--- src/rtl/inhib_pkg.sv ---
package inhib_pkg;
  // Kind of pulse decided for the current step.
  typedef enum logic [1:0] {
    PW_NONE   = 2'd0,
    PW_FULL   = 2'd1,
    PW_FOLLOW = 2'd2
  } pw_kind_t;
endpackage

--- src/rtl/scan_sequencer.sv ---
module scan_sequencer #(
  parameter int NCOL      = 30,
  parameter int NROW      = 7,
  parameter int STEP_CLKS = 10,
  localparam int CW = $clog2(NCOL),
  localparam int RW = $clog2(NROW),
  localparam int PW = $clog2(STEP_CLKS)
) (
  input  logic          clk,
  input  logic          rst_n,
  output logic [CW-1:0] col_idx,
  output logic [RW-1:0] row_idx,
  output logic          primed,
  output logic          step_start,
  output logic          step_pre_end,
  output logic          step_end,
  output logic          col_shift,
  output logic          col_din,
  output logic          row_shift,
  output logic          row_din
);
  localparam logic [PW-1:0] PH_LAST = PW'(STEP_CLKS - 1);
  localparam logic [PW-1:0] PH_PRE  = PW'(STEP_CLKS - 2);
  localparam logic [CW-1:0] COL_END = CW'(NCOL - 1);
  localparam logic [RW-1:0] ROW_END = RW'(NROW - 1);

  logic [PW-1:0] phase;
  logic          col_wrap;

  assign step_start   = (phase == '0);
  assign step_pre_end = (phase == PH_PRE);
  assign step_end     = (phase == PH_LAST);
  assign col_wrap     = (col_idx == COL_END);

  assign col_shift = step_end;
  assign col_din   = step_end && col_wrap;
  assign row_shift = step_end && col_wrap;
  assign row_din   = step_end && col_wrap && (row_idx == ROW_END);

  // Reset points at the last neuron so the first step ends by injecting
  // both enable pulses; that step is the loading step.
  always_ff @(posedge clk) begin
    if (!rst_n) begin
      phase   <= '0;
      col_idx <= COL_END;
      row_idx <= ROW_END;
      primed  <= 1'b0;
    end else begin
      phase <= step_end ? '0 : phase + 1'b1;
      if (step_end) begin
        primed <= 1'b1;
        if (col_wrap) begin
          col_idx <= '0;
          row_idx <= (row_idx == ROW_END) ? '0 : row_idx + 1'b1;
        end else begin
          col_idx <= col_idx + 1'b1;
        end
      end
    end
  end

  a_r1_shift_single: assert property (@(posedge clk) disable iff (!rst_n)
    col_shift |=> !col_shift);
  a_r1_col_wraps: assert property (@(posedge clk) disable iff (!rst_n)
    (col_shift && col_idx == COL_END) |=> (col_idx == '0));
  a_r1_row_holds: assert property (@(posedge clk) disable iff (!rst_n)
    !row_shift |=> $stable(row_idx));
endmodule

--- src/rtl/seed_lfsr.sv ---
module seed_lfsr #(
  parameter int              LFSR_W = 16,
  parameter logic [LFSR_W-1:0] TAPS = 16'hB400
) (
  input  logic              clk,
  input  logic              rst_n,
  input  logic              seed_load,
  input  logic [LFSR_W-1:0] seed_val,
  input  logic              advance,
  output logic [2:0]        rnd
);
  logic [LFSR_W-1:0] state;
  logic              fb;

  assign fb  = ^(state & TAPS);
  assign rnd = state[2:0];

  always_ff @(posedge clk) begin
    if (!rst_n) begin
      state <= LFSR_W'(1);
    end else if (seed_load) begin
      state <= (seed_val == '0) ? LFSR_W'(1) : seed_val;
    end else if (advance) begin
      state <= {state[LFSR_W-2:0], fb};
    end
  end

  a_r10_never_zero: assert property (@(posedge clk) disable iff (!rst_n)
    state != '0);
  a_r10_seed_taken: assert property (@(posedge clk) disable iff (!rst_n)
    (seed_load && seed_val != '0) |=> (state == $past(seed_val)));
endmodule

--- src/rtl/round_ctrl.sv ---
module round_ctrl
  import inhib_pkg::*;
#(
  parameter int NCOL      = 30,
  parameter int NROW      = 7,
  parameter int STEP_CLKS = 10,
  localparam int CW    = $clog2(NCOL),
  localparam int RW    = $clog2(NROW),
  localparam int TOTAL = NCOL * NROW,
  localparam int NW    = $clog2(TOTAL),
  localparam int WW    = $clog2(STEP_CLKS)
) (
  input  logic          clk,
  input  logic          rst_n,
  input  logic          step_start,
  input  logic          primed,
  input  logic          spike_in,
  input  logic [CW-1:0] col_idx,
  input  logic [RW-1:0] row_idx,
  input  logic [2:0]    rnd,
  output pw_kind_t      kind,
  output logic [WW-1:0] width,
  output logic          advance,
  output logic          fire
);
  localparam int SW = WW + 3;
  localparam logic [WW-1:0] W_FULL  = WW'(STEP_CLKS - 1);
  localparam logic [SW-1:0] W_CAP   = SW'(STEP_CLKS - 2);
  localparam logic [NW-1:0] CNT_END = NW'(TOTAL - 1);

  logic [TOTAL-1:0] marks;
  logic             active;
  logic [NW-1:0]    rcnt;
  logic [NW-1:0]    idx;
  logic             spk, hit, trig, foll;
  logic [SW-1:0]    fsum;
  logic [WW-1:0]    fwidth;

  // Row-major neuron number of the selected neuron.
  assign idx  = NW'(row_idx) * NW'(NCOL) + NW'(col_idx);
  assign spk  = spike_in && primed;
  assign hit  = marks[idx];
  assign trig = step_start && spk && !hit;
  assign foll = step_start && !trig && active;

  // Systematic part from the round position, random part from the LFSR.
  assign fsum   = SW'(rcnt[1:0]) + SW'(rnd) + SW'(1);
  assign fwidth = (fsum > W_CAP) ? W_CAP[WW-1:0] : fsum[WW-1:0];

  always_comb begin
    kind  = PW_NONE;
    width = '0;
    if (trig) begin
      kind  = PW_FULL;
      width = W_FULL;
    end else if (foll) begin
      kind  = PW_FOLLOW;
      width = fwidth;
    end
  end

  assign advance = foll;
  assign fire    = step_start && spk;

  always_ff @(posedge clk) begin
    if (!rst_n) begin
      marks  <= '0;
      active <= 1'b0;
      rcnt   <= '0;
    end else if (trig) begin
      active     <= 1'b1;
      rcnt       <= NW'(1);
      marks[idx] <= 1'b1;
    end else if (foll) begin
      if (rcnt == CNT_END) begin
        marks  <= '0;
        active <= 1'b0;
        rcnt   <= '0;
      end else begin
        marks[idx] <= 1'b1;
        rcnt       <= rcnt + 1'b1;
      end
    end
  end

  a_r5_count_bound: assert property (@(posedge clk) disable iff (!rst_n)
    active |-> (rcnt != '0) && (rcnt <= CNT_END));
  a_r4_follow_range: assert property (@(posedge clk) disable iff (!rst_n)
    (kind == PW_FOLLOW) |-> (width != '0) && (SW'(width) <= W_CAP));
  a_r6_marked_no_restart: assert property (@(posedge clk) disable iff (!rst_n)
    (step_start && spk && hit) |-> (kind != PW_FULL));
  a_r5_idle_clean: assert property (@(posedge clk) disable iff (!rst_n)
    !active |-> (marks == '0));
endmodule

--- src/rtl/pulse_timer.sv ---
module pulse_timer #(
  parameter int STEP_CLKS = 10,
  localparam int WW = $clog2(STEP_CLKS)
) (
  input  logic          clk,
  input  logic          rst_n,
  input  logic          load,
  input  logic [WW-1:0] width,
  output logic          inh_out
);
  logic [WW-1:0] left;

  assign inh_out = (left != '0);

  always_ff @(posedge clk) begin
    if (!rst_n) begin
      left <= '0;
    end else if (load) begin
      left <= width;
    end else if (left != '0) begin
      left <= left - 1'b1;
    end
  end

  a_r3_counts_down: assert property (@(posedge clk) disable iff (!rst_n)
    (!load && left != '0) |=> (left == $past(left) - 1'b1));
endmodule

--- src/rtl/event_port.sv ---
module event_port #(
  parameter int NCOL = 30,
  parameter int NROW = 7,
  localparam int CW = $clog2(NCOL),
  localparam int RW = $clog2(NROW)
) (
  input  logic          clk,
  input  logic          rst_n,
  input  logic          step_start,
  input  logic          step_pre_end,
  input  logic          fire,
  input  logic [CW-1:0] col_idx,
  input  logic [RW-1:0] row_idx,
  output logic          ev_valid,
  input  logic          ev_ready,
  output logic [RW-1:0] ev_row,
  output logic [CW-1:0] ev_col
);
  logic          pend;
  logic [RW-1:0] pr;
  logic [CW-1:0] pc;

  always_ff @(posedge clk) begin
    if (!rst_n) begin
      pend     <= 1'b0;
      pr       <= '0;
      pc       <= '0;
      ev_valid <= 1'b0;
      ev_row   <= '0;
      ev_col   <= '0;
    end else begin
      if (step_start) begin
        pend <= fire;
        pr   <= row_idx;
        pc   <= col_idx;
      end
      if (ev_valid && ev_ready) ev_valid <= 1'b0;
      if (step_pre_end && pend) begin
        pend <= 1'b0;
        // One slot: a waiting event wins, the newer spike is dropped.
        if (!ev_valid || ev_ready) begin
          ev_valid <= 1'b1;
          ev_row   <= pr;
          ev_col   <= pc;
        end
      end
    end
  end

  a_r9_hold: assert property (@(posedge clk) disable iff (!rst_n)
    (ev_valid && !ev_ready) |=> ev_valid && $stable(ev_row) && $stable(ev_col));
  a_r8_rise_at_end: assert property (@(posedge clk) disable iff (!rst_n)
    $rose(ev_valid) |-> $past(step_pre_end));
endmodule

--- src/rtl/inhib_scan_ctrl.sv ---
module inhib_scan_ctrl
  import inhib_pkg::*;
#(
  parameter int NCOL      = 30,
  parameter int NROW      = 7,
  parameter int STEP_CLKS = 10,
  parameter int LFSR_W    = 16,
  parameter logic [LFSR_W-1:0] LFSR_TAPS = 16'hB400
) (
  input  logic                     clk,
  input  logic                     rst_n,
  input  logic                     seed_load,
  input  logic [LFSR_W-1:0]        seed_val,
  input  logic                     spike_in,
  output logic                     col_shift,
  output logic                     col_din,
  output logic                     row_shift,
  output logic                     row_din,
  output logic                     inh_out,
  output logic                     ev_valid,
  input  logic                     ev_ready,
  output logic [$clog2(NROW)-1:0]  ev_row,
  output logic [$clog2(NCOL)-1:0]  ev_col
);
  localparam int CW = $clog2(NCOL);
  localparam int RW = $clog2(NROW);
  localparam int WW = $clog2(STEP_CLKS);

  logic [CW-1:0] col_idx;
  logic [RW-1:0] row_idx;
  logic          primed, step_start, step_pre_end, step_end;
  logic [2:0]    rnd;
  pw_kind_t      kind;
  logic [WW-1:0] width;
  logic          advance, fire;

  scan_sequencer #(.NCOL(NCOL), .NROW(NROW), .STEP_CLKS(STEP_CLKS)) u_seq (
    .clk(clk), .rst_n(rst_n),
    .col_idx(col_idx), .row_idx(row_idx), .primed(primed),
    .step_start(step_start), .step_pre_end(step_pre_end), .step_end(step_end),
    .col_shift(col_shift), .col_din(col_din),
    .row_shift(row_shift), .row_din(row_din)
  );

  seed_lfsr #(.LFSR_W(LFSR_W), .TAPS(LFSR_TAPS)) u_rng (
    .clk(clk), .rst_n(rst_n),
    .seed_load(seed_load), .seed_val(seed_val),
    .advance(advance), .rnd(rnd)
  );

  round_ctrl #(.NCOL(NCOL), .NROW(NROW), .STEP_CLKS(STEP_CLKS)) u_round (
    .clk(clk), .rst_n(rst_n),
    .step_start(step_start), .primed(primed), .spike_in(spike_in),
    .col_idx(col_idx), .row_idx(row_idx), .rnd(rnd),
    .kind(kind), .width(width), .advance(advance), .fire(fire)
  );

  pulse_timer #(.STEP_CLKS(STEP_CLKS)) u_pulse (
    .clk(clk), .rst_n(rst_n),
    .load(step_start), .width(width), .inh_out(inh_out)
  );

  event_port #(.NCOL(NCOL), .NROW(NROW)) u_ev (
    .clk(clk), .rst_n(rst_n),
    .step_start(step_start), .step_pre_end(step_pre_end), .fire(fire),
    .col_idx(col_idx), .row_idx(row_idx),
    .ev_valid(ev_valid), .ev_ready(ev_ready),
    .ev_row(ev_row), .ev_col(ev_col)
  );

  a_r11_quiet_first_clock: assert property (@(posedge clk) disable iff (!rst_n)
    step_start |-> !inh_out);
  a_r3_full_starts: assert property (@(posedge clk) disable iff (!rst_n)
    (kind == PW_FULL) |=> inh_out);
  a_r2_loading_silent: assert property (@(posedge clk) disable iff (!rst_n)
    !primed |-> (kind == PW_NONE) && !fire);
  a_r11_pulse_ends_in_step: assert property (@(posedge clk) disable iff (!rst_n)
    step_end |=> !inh_out);
endmodule

--- config.mk ---
export PLATFORM = sky130hd
export DESIGN_NAME = inhib_scan_ctrl
export DESIGN_NICKNAME = d
export VERILOG_FILES = /design/src/rtl/inhib_pkg.sv /design/src/rtl/scan_sequencer.sv /design/src/rtl/seed_lfsr.sv /design/src/rtl/round_ctrl.sv /design/src/rtl/pulse_timer.sv /design/src/rtl/event_port.sv /design/src/rtl/inhib_scan_ctrl.sv
export SDC_FILE = /design/constraint.sdc
export NUM_CORES = 1
export LEC_CHECK = 0
export BUFFER_PORTS_ARGS = -buffer_cell sky130_fd_sc_hd__buf_2
export CORE_UTILIZATION = 35
export CTS_BUF_LIST = sky130_fd_sc_hd__clkbuf_8 sky130_fd_sc_hd__clkbuf_16
export DETAILED_ROUTE_END_ITERATION = 7
export PLACE_DENSITY = 0.6
export SYNTH_ARGS = -nofsm -noshare
export SYNTH_HDL_FRONTEND = slang
export SYNTH_SLANG_ARGS = --single-unit
--- constraint.sdc ---
create_clock -name clk -period 9.9 [get_ports clk]
set_input_delay 0.99 -clock clk [delete_from_list [all_inputs] [get_ports clk]]
set_output_delay 0.99 -clock clk [all_outputs]
set_load 0.02 [all_outputs]
==> impl_metrics.env <==
export IMPL_antenna_found_initial=0
export IMPL_ys_seq_elements=270
export IMPL_rsz0062_at_grt="false"
export IMPL_cp_arrival_ns=7.06
export IMPL_nFillCells=3522
export IMPL_dieArea_um2=37600
export IMPL_synthArstFlopShare_pct=0
export IMPL_fin_crit_ns=6.64
export IMPL_fin_setup_tns_ns=0
export IMPL_firstDrtPassIters=5
export IMPL_relSlewSlack_pct=10.8
export IMPL_die_w_um=194
export IMPL_p_per_area_nw_per_um2=164
export IMPL_min_from="u_round.marks[42]"
export IMPL_dp_hpwl_um=21200
export IMPL_cts_max_level=1
export IMPL_crit_required_ns=10.32
export IMPL_total_power_w=0.00236
export IMPL_nets=1472
export IMPL_crit_path_end_kind="flop"
export IMPL_hold_buffers=0
export IMPL_crit_chain="inv_1 -> fa_1 -> inv_1 -> ha_1 -> ha_1 -> a21oi_1 -> a21boi_1 -> nor2_1 -> o21ai_0 -> mux4_2 -> a211oi_1 -> a22oi_2 -> buf_4 -> o21ai_4 -> buf_4 -> nor2_1"
export IMPL_cts_buffer_depth=3
export IMPL_yosysWarningCount=0
export IMPL_final_cell_mix="dfxtp_1 (269), nor2_1 (154), inv_1 (134)"
export IMPL_crit_slowest_cell="o21ai_4"
export IMPL_worst_hold_path_type="flop to flop"
export IMPL_viasPerCell=5.64
export IMPL_stdcell_count=1907
export IMPL_synth_ff_type="dfxtp_1"
export IMPL_final_area_um2=14400
export IMPL_yosysTopAreaCell="dfxtp_1"
export IMPL_ios=35
export IMPL_synth_enable_flop_cells=0
export IMPL_rows=69
export IMPL_n_antenna_cell=0
export IMPL_place_area_um2=13300
export IMPL_netlist_area_um2=12900
export IMPL_synthCells=1456
export IMPL_startpoint="u_seq.row_idx[0]"
export IMPL_grt_pass1_vias=10100
export IMPL_fmaxAchievable_mhz=151
export IMPL_hold_violations=0
export IMPL_status="finished, final reports clean"
export IMPL_ff2ff_setup_slack_ns=3.26
export IMPL_cts_root_buffer="clkbuf_16"
export IMPL_seq_area_um2=5410
export IMPL_synth_distinct_cells=61
export IMPL_drt_wl_total_um=33600
export IMPL_cts_tree="yes"
export IMPL_r2r_end="u_round.marks[9]"
export IMPL_wl_per_cell_um=17.6
export IMPL_worstHoldPathCells=2
export IMPL_path_clk_slew_ns=0.06
export IMPL_yosys_top_cells_area="dfxtp_1 (42%), mux4_2 (9.4%), a21oi_1 (4.6%)"
export IMPL_setup_violations=0
export IMPL_gp_congestion=0.862
export IMPL_crit_type="flop to flop"
export IMPL_postSynthAreaPerCell_um2=8.86
export IMPL_drtIter0Drc=883
export IMPL_slew_viol_final=0
export IMPL_post_route_cells_drive_above_1_share_pct=12.5
export IMPL_seq_area_frac_synth_pct=41.9
export IMPL_grtUsageTotal_pct=17.6
export IMPL_hold_end="u_round.marks[42]"
export IMPL_grt_max_degree=98
export IMPL_crit_path_max_incr_delay_ns=0.90
export IMPL_dp_cells=1851
export IMPL_portBuffers=34
export IMPL_cts_resized=0
export IMPL_syn_num_nets=1506
export IMPL_cap_viol_max_count=0
export IMPL_start_util_pct=35.9
export IMPL_die_h_um=194
export IMPL_r2r_start="u_seq.row_idx[0]"
export IMPL_synth_top_area_share_pct=41.9
export IMPL_p_leak_nw=4.97
export IMPL_cts_sinks=270
export IMPL_grt_pass1_wl_um=55000
export IMPL_grt_overflow_total=0
export IMPL_crit_fanout=75
export IMPL_final_common_cell="dfxtp_1"
export IMPL_numCtsBuffers=30
export IMPL_multi_input_area_um2=6570
export IMPL_start_kind="flop"
export IMPL_post_cts_setup_buffer_count=0
export IMPL_skew_ns=0.0193
export IMPL_clkLatencyLatePin_ns=0.56
export IMPL_syn2layout_area_growth_pct=11.5
export IMPL_ir_drop_v=0.000121
export IMPL_worst_slew_pin_slew_ns=1.33
export IMPL_finalCritPeriodShare_pct=67.1
export IMPL_drc=0
export IMPL_drtAntennaViolNets=0
export IMPL_core_area_um2=35900
export IMPL_hold_slack_ns=0.442
export IMPL_reg2reg_depth=16
export IMPL_vias=10700
==> report_power, final <==
part	switching [W]	internal, W
clock network	0.000463	0.000695
logic	0.0000633	0.0000320
registers	0.00000846	0.00110
==> flip-flops by register name, summed over array words and instances, names as in the netlist <==
register and flops:
u_ev.ev_valid 1, u_ev.pr 3, u_round.rcnt 8, u_ev.pc 5, u_seq.col_idx 5, u_seq.primed 1, u_round.marks 210, u_pulse.left 4
u_round.active 1, u_seq.row_idx 3, u_ev.ev_row 3, u_rng.state 16, u_seq.phase 4, u_ev.pend 1, u_ev.ev_col 5
==> logic make-up after synthesis <==
kind of cell	synth area share (%)
XOR/XNOR	1.43
AND/OR/NAND/NOR	15.4
AO/OA/AOI/OAI	18.8
buffers and inverters	7.85
adder cells (fa/ha/maj)	3.04
flip-flops	41.9
multiplexers	11.6
==> routing by layer <==
metal | up-vias | routed length [um] | track usage (%)
met5 | - | 0 | 0
met3 | 55 | 1760 | 2.12
met4 | 0 | 821 | 4.73
met1 | 5227 | 15800 | 25.5
li1 | 5170 | - | -
met2 | 294 | 15200 | 27.6
==> cell type report <==
type | instances | share of cell area (%)
inverters | 133 | 3.47
clock inverters | 22 | 1.52
clock buffers | 34 | 5.68
flip-flops and latches | 270 | 37.6
well taps | 461 | 4.01
repair buffers | 51 | 2.07
multi-input cells | 936 | 45.6
==> how the worst max path moves through the flow <==
stage / to
final: u_round.marks[9]
after global routing: u_round.marks[101]
after CTS: u_round.marks[9]
after detailed placement: u_round.marks[119]
after global placement: u_round.marks[100]
after floorplan: u_round.marks[202]
==> stage by stage <==
step	util [%]	setup slack (ns)
after global routing	40.1	2.68
after floorplan	-	5.46
after CTS	40.1	3.26
final	40.1	3.26
after global placement	37.2	3.49
after detailed placement	37.2	3.30
==> worst max-delay path: cells and delay by family, from the launching register on <==
kind | cells | cell delay [ns]
AO/OA/AOI/OAI | 6 | 2.05
adder cells (fa/ha/maj) | 3 | 1.32
buffers and inverters | 4 | 1.28
flip-flops | 1 | 0.43
multiplexers | 1 | 0.54
AND/OR/NAND/NOR | 2 | 0.85
==> cell usage after synthesis, types with 16 or more instances <==
cell,number
dfxtp_1,270
buf_2,36
nor3_1,16
clkbuf_1,72
a41oi_1,31
mux2i_1,26
a31oi_1,70
nand3_1,22
nand4_1,68
nor2_1,158
nand2_1,87
o21ai_0,73
ha_1,25
inv_1,132
a211oi_1,38
mux4_2,54
a21oi_1,119
or4_1,17
nor2b_1,17
Power figures use the tool's default switching activity.
